--- src/rtl/frac_rate_pkg.sv ---
// Shared constants and the fire-position decode for the decade stages.
// Assumes BCD digits 0..9; larger codes give overlapping, undefined densities.
package frac_rate_pkg;
    localparam int DIGIT_W = 4;
    localparam int RADIX   = 10;
    localparam int CNT_W   = $clog2(RADIX);

    typedef logic [CNT_W-1:0]   pos_t;
    typedef logic [DIGIT_W-1:0] digit_t;

    // Weight-8 bit fires on positions 0..7, weight-4 bit on 0,2,4,6,
    // weight-2 bit on 1,5, weight-1 bit on 8. Position 9 never fires.
    function automatic logic lane_hit(input digit_t d, input pos_t p);
        logic w8, w4, w2, w1;
        w8 = d[3] && (p <= pos_t'(7));
        w4 = d[2] && (p[0] == 1'b0) && (p <= pos_t'(6));
        w2 = d[1] && ((p == pos_t'(1)) || (p == pos_t'(5)));
        w1 = d[0] && (p == pos_t'(8));
        return w8 || w4 || w2 || w1;
    endfunction
endpackage

--- src/rtl/decade_stage.sv ---
// One decade stage: a 0..RADIX-1 position counter that advances on each
// step, plus a combinational fire and roll-over carry for that step.
// Assumes step is a single-cycle qualifier in the clk domain.
module decade_stage
    import frac_rate_pkg::*;
#(
    parameter int LAST = RADIX - 1
) (
    input  logic   clk,
    input  logic   rst_n,
    input  logic   clear,
    input  logic   step,
    input  digit_t digit,
    output logic   fire,
    output logic   carry
);
    pos_t pos_q;
    logic at_last;

    assign at_last = (pos_q == pos_t'(LAST));

    // Advance position on each step, wrapping at LAST; clear forces 0.
    always_ff @(posedge clk) begin
        if (!rst_n || clear)
            pos_q <= '0;
        else if (step)
            pos_q <= at_last ? '0 : pos_q + pos_t'(1);
    end

    // Fire when the current step lands on a selected position.
    always_comb fire = step && lane_hit(digit, pos_q);

    // Carry on the step that wraps the counter.
    always_comb carry = step && at_last;
endmodule

--- src/rtl/rate_link.sv ---
// Routing between the two stages: picks what steps the low stage and
// what feeds the output. Assumes mode is static outside of clear.
module rate_link (
    input  logic mode_mul,
    input  logic hi_fire,
    input  logic hi_carry,
    input  logic lo_fire,
    output logic lo_step,
    output logic merged
);
    // Product mode chains on high-stage pulses; sum mode on its roll-over.
    always_comb lo_step = mode_mul ? hi_fire : hi_carry;

    // Product mode passes only the low stage; sum mode merges both.
    always_comb merged = mode_mul ? lo_fire : (hi_fire || lo_fire);
endmodule

--- src/rtl/frac_rate_gen.sv ---
// Two-decade fractional pulse-rate generator. The high stage steps on every
// input pulse; the mode bit picks sum or product chaining of the low stage.
// The merged pulse is registered, blanked by strobe and clear.
// Assumes mode_mul changes only while clear is high.
module frac_rate_gen
    import frac_rate_pkg::*;
(
    input  logic               clk,
    input  logic               rst_n,
    input  logic               clear,
    input  logic               mode_mul,
    input  logic               strobe,
    input  logic               pulse_en,
    input  logic [DIGIT_W-1:0] digit_hi,
    input  logic [DIGIT_W-1:0] digit_lo,
    output logic               pulse_o
);
    logic hi_fire, hi_carry, lo_fire, lo_carry, lo_step, merged;

    decade_stage u_hi (
        .clk   (clk),
        .rst_n (rst_n),
        .clear (clear),
        .step  (pulse_en),
        .digit (digit_hi),
        .fire  (hi_fire),
        .carry (hi_carry)
    );

    decade_stage u_lo (
        .clk   (clk),
        .rst_n (rst_n),
        .clear (clear),
        .step  (lo_step),
        .digit (digit_lo),
        .fire  (lo_fire),
        .carry (lo_carry)
    );

    rate_link u_link (
        .mode_mul (mode_mul),
        .hi_fire  (hi_fire),
        .hi_carry (hi_carry),
        .lo_fire  (lo_fire),
        .lo_step  (lo_step),
        .merged   (merged)
    );

    // Register the output pulse, masked by strobe and clear.
    always_ff @(posedge clk) begin
        if (!rst_n)
            pulse_o <= 1'b0;
        else
            pulse_o <= merged && !strobe && !clear;
    end

    logic unused_lo_carry;
    assign unused_lo_carry = lo_carry;
endmodule

--- config.mk ---
export PLATFORM = sky130hd
export DESIGN_NAME = frac_rate_gen
export DESIGN_NICKNAME = d
export VERILOG_FILES = /design/src/rtl/frac_rate_pkg.sv /design/src/rtl/decade_stage.sv /design/src/rtl/rate_link.sv /design/src/rtl/frac_rate_gen.sv
export SDC_FILE = /design/constraint.sdc
export NUM_CORES = 1
export LEC_CHECK = 0
export ABC_AREA = 0
export BUFFER_PORTS_ARGS = -buffer_cell sky130_fd_sc_hd__clkbuf_2
export CAP_MARGIN = 20
export CORE_AREA = 2 2 39 41
export CTS_CLUSTER_DIAMETER = 60
export DETAILED_ROUTE_END_ITERATION = 8
export DIE_AREA = 0 0 41 43
export PLACE_DENSITY_LB_ADDON = 0.2
export SETUP_SLACK_MARGIN = 0.05
export SYNTH_ARGS = -nofsm -noshare
export SYNTH_HDL_FRONTEND = slang
export SYNTH_SLANG_ARGS = --single-unit
--- constraint.sdc ---
create_clock -name clk -period 2.6 [get_ports clk]
set_input_delay 0.13 -clock clk [delete_from_list [all_inputs] [get_ports clk]]
set_output_delay 0.13 -clock clk [all_outputs]
set_load 0.01 [all_outputs]
== After elaboration in Yosys (flattened, before gate mapping) ==
Cells that the tools add are included.

* Flip-flop bits (word level): 9
* Input port bits: 14
* Output and inout bits: 1
* Logic and storage cells: 51

* Add/sub/neg operators: 2
* Order comparisons: 4
* Equal/unequal tests: 8
* Mux-type cells: 4
* Bitwise gates (word level): 2
* Reductions and logical operators: 28

{| class="wikitable"
|+ Operators by type and width
! cell !! count
|-
| $eq A4 B4 Y1 const B || 4
|-
| $le A4 B3 Y1 const B || 4
|-
| $logic_and A1 B1 Y1 || 15
|-
| $logic_or A1 B1 Y1 || 10
|-
| $add A4 B1 Y4 const B || 2
|-
| $eq A4 B1 Y1 const B || 2
|-
| $eq A4 B3 Y1 const B || 2
|-
| $mux W4 || 2
|-
| $logic_not A1 Y1 || 3
|-
| $mux W1 || 2
|-
| $not A1 Y1 || 2
|}

== Depth between registers and ports, before layout ==
* Depth after elaboration: 13
* Depth in mapped cells: 5
* Mapped depth without buffers: 4

== Modules after synthesis ==
From an unflattened synthesis, not the netlist that was laid out.

* Cells, all modules: 59
* Area total of the unflattened synthesis: 524.3 um^2

{| class="wikitable"
|+ Modules (own cells, without submodules)
! module !! times used !! cells an instance !! area an instance (um^2) !! seq. area each (um^2)
|-
| decade_stage || 2 || 27 || 232.7 || 80.1
|-
| frac_rate_gen || 1 || 2 || 32.5 || 20.0
|-
| rate_link || 1 || 3 || 26.3 || 0.0
|}

== Least setup slack after synthesis ==
OpenSTA, ideal clock, no wires.

* Kind: register -> register
* Start: reg u_hi.pos_q[1]
* End: reg u_lo.pos_q[1]
* Library setup time: 0.072 ns
* Arrival time: 1.303 ns
* Required time: 2.528 ns
* Setup slack: 1.226 ns
* Cell stages (with the launch flop): 5
* Cells stage by stage: dfxtp_1 -> and3b_4 -> o311a_4 -> o211ai_2 -> mux2i_1

* Cells in the longest elaborated chain, start to end: 7

{| class="wikitable"
|+ Ends and longest elaborated chain
! what !! line !! source
|-
| start: declaration || decade_stage.sv:17 || <nowiki>pos_t pos_q;</nowiki>
|-
| start signal: assignment || decade_stage.sv:27 || <nowiki>pos_q <= at_last ? '0 : pos_q + pos_t'(1);</nowiki>
|-
| $le A4 B3 Y1, or another cell as far along || frac_rate_pkg.sv:15 || <nowiki>w8 = d[3] && (p <= pos_t'(7));</nowiki>
|-
| $logic_and A1 B1 Y1, or another cell as far along || frac_rate_pkg.sv:15 ||
|-
| $logic_or A1 B1 Y1 or $logic_and A1 B1 Y1 (tied branches) || frac_rate_pkg.sv:19, frac_rate_pkg.sv:17 ||
|-
| $logic_or A1 B1 Y1 (2 in series) || frac_rate_pkg.sv:19 || <nowiki>return w8 || w4 || w2 || w1;</nowiki>
|-
| $logic_and A1 B1 Y1 || decade_stage.sv:31 || <nowiki>always_comb fire = step && lane_hit(digit, pos_q);</nowiki>
|-
| $mux W1 (*) || rate_link.sv:12 || <nowiki>always_comb lo_step = mode_mul ? hi_fire : hi_carry;</nowiki>
|-
| end signal: assignment || decade_stage.sv:27 ||
|-
| end: declaration || decade_stage.sv:17 ||
|}

Mark *: on every way between the ends. The rest lies on a longest branch, timed or not.
A chain may end at the register's enable or synchronous reset.

== Worst setup path in the final report ==
Ends and elaborated chain as after synthesis.

==> metrics.md <==
| Metric | Value |
|---|---|
| Status | completed |
| Cts hold-fix bufs | 0 |
| Min Hold Slack | approximately 0.018 ns |
| Largest cells by area after synthesis | dfxtp_1 29%, nor2b_1 6.1%, a21oi_1 4.9%, o311ai_4 4.3%, a211o_1 4.3% |
| Critical setup path kind | flop to flop |
| CP required | 2.80 ns |
| Initial Util | roughly 44% |
| DP HPWL | 979.2 µm |
| Post-synth EDFFs | 0 |
| Floorplan row count | 14 |
| Yosys reg bits | 9 |
| Clock root buffer | clkbuf_4 |
| Final worst setup slack | 1.108 ns |
| Port-buffer cells | 14 |
| Die H | between 40 and 50 µm |
| Min-Delay Path Class | primary input to flop |
| Grt ovf | 0 |
| Syn Inst Count | between 70 and 80 |
| Gr usage total | between 10% and 20% |
| Post-synth net total | 86 |
| Starting DRC count in detailed routing | 7 |
| Place WS | 1.134 ns |
| Final setup TNS | 0 ns |
| Core ar. | 1384 µm² |
| Die area | 1763 µm² |
| Ys Warns | 0 |
| Fin area | 723.2 µm² |
| CTS tree | yes |
| Worst-Margin Slew | about 0.37 ns |
| DRC violations left | 0 |
| Die extent in x | 41 µm |
| Register area share after synthesis | 29.33% |
| Routed WL per cell | 12.53 µm |
| Arrival @ worst endpoint | between 1.5 and 2 ns |
| Leak | approximately 0.28 nW |
| Gpl congestion | 0.7539 |
| Top cell type's share of synthesized area | 29.33% |
| Biggest area consumer among synthesized cells | dfxtp_1 |
| Final ANT Viol Nets | 0 |
| Final-report max-slew violation count | 0 |
| First-pass GRT wire length | slightly above 2000 µm |
| Resized Gates After CTS | 0 |
| VDD IR-drop max | 0.0002290 V |
| Final WL | 1303 µm |
| Setup crit end kind | flop |
| Worst skew pair latency | 0.27 ns |
| Predominant post-synthesis flop cell | dfxtp_1 |
| H-tree depth | 1 |
| CP max FO | 7 |
| Tcrit/Tclk final | 57.39% |
| F_max | approximately 670 MHz |
| Async S/R FF share, synth | 0% |
| MaxCap Viol Count | 0 |
| Clock slew at reported path FFs | 0.07 ns |
| Relative slew slack | 75.25% |
| Skew final | between 0.0015 and 0.002 ns |
| Final min period | 1.492 ns |
| Placement Cell Area | slightly below 700 µm² |
| Area delta synth->final | 17.72% |
| RSZ-0062 raised after global routing | no |
| PD cells | just over 400 nW/µm² |
| Synth unique cells | 33 |
| Nets | 103 |
| Setup violators final | 0 |
| CTS sink cnt | 9 |
| CP startpoint kind | flop |
| Cts bufs inserted | 3 |
| # IOs | 15 |
| Largest net degree at the start of global routing | 10 |
| Setup repair bufs after CTS | 0 |
| Cell area after synthesis | 614.3 µm² |
| Ant. Diodes | 0 |
| Clk buf depth | 2 |
| Routed vias | 569 |
| Avg Cell Area, Syn | about 8.5 µm² |
| Share of cells above drive strength 1 | 26.14% |
| Drt first pass iters | 2 |
| Vias in the first global route | around 510 |
| Final hold vios | 0 |
| Via/cell ratio | 5.471 |
| Initial antenna violation count | 0 |
## state kept, by name (all words and copies together) (netlist names)
register    cells
u_hi.pos_q      4
u_lo.pos_q      4
pulse_o         1
## layer usage
| layer | vias to the layer above | GRT usage, % | wire length [µm] |
|---|---|---|---|
| met5 | - | 0 | 0 |
| met4 | 0 | 10.00 | 31 |
| met2 | 11 | 24.69 | 591 |
| li1 | 297 | - | - |
| met1 | 256 | 22.73 | 630 |
| met3 | 5 | 3.141 | 50 |
## cells in the final DEF, fill, tap and decap left out, types with 2 or more instances in the layout
master / n
o211ai_1: 2
nand3b_1: 2
nor3b_1: 2
nand3_1: 3
o21ai_0: 2
nand2b_1: 2
nor2_1: 4
a21oi_1: 6
dfxtp_1: 9
clkbuf_2: 14
clkbuf_4: 3
mux2i_1: 2
nor2b_1: 6
nand2_1: 5
inv_1: 5
a211o_1: 3
## logic make-up after synthesis
logic type      synth area share, %
xor+xnor                      2.852
mux                           3.259
simple gates                  30.55
buf+inv                       4.480
compound gates                29.53
flops                         29.33
## metrics by stage
stage / cells / total power, mW / utilization [%]
2_1_floorplan: 72 / 0.1715 / -
3_3_place_gp: 100 / 0.1873 / 50.27
3_5_place_dp: 100 / 0.1877 / 50.27
4_1_cts: 104 / 0.2998 / 52.26
5_1_grt: 104 / 0.3106 / 52.26
6_report: 104 / 0.2979 / 52.26
## synthesized netlist by cell type, types with 2 or more instances
library cell,number
nor2_1,4
nand2_1,5
o211ai_1,2
dfxtp_1,9
nand3b_1,2
nor2b_1,6
mux2i_1,2
nand3_1,3
nor3b_1,2
a21oi_1,6
o21ai_0,2
nand2b_1,2
a211o_1,3
inv_1,5
## power by group
| group | internal [mW] | switching, mW | total, mW |
|---|---|---|---|
| logic | 0.0205 | 0.0217 | 0.0422 |
| clock network | 0.0570 | 0.0559 | 0.113 |
| registers | 0.140 | 0.00305 | 0.143 |
## path summary, 6_finish.rpt
path | to | cells after the start | slack (ns) | from
setup / recovery | u_lo.pos_q[1] | 4 | 1.11 | u_hi.pos_q[1]
hold / removal | pulse_o | 2 | 0.02 | strobe
setup reg to reg | u_lo.pos_q[1] | 4 | 1.11 | u_hi.pos_q[1]
hold reg to reg | u_lo.pos_q[2] | 2 | 0.50 | u_lo.pos_q[2]
## worst max-delay path: stages (launching register included)
cell	delay (ns)
dfxtp_1	0.42
and3b_4	0.25
o311a_4	0.37
o211ai_2	0.18
mux2i_1	0.20
## layout make-up
type / count / area [µm²]
Timing Repair Buffer: 14 / 70.07
Clock inverter: 1 / 5.005
Inverter: 5 / 18.77
Clock buffer: 3 / 22.52
Sequential cell: 9 / 180.2
Fill cell: 138 / 660.6
Tap cell: 16 / 20.02
Multi-Input combinational cell: 56 / 406.6
Power figures use the tool's default switching activity.
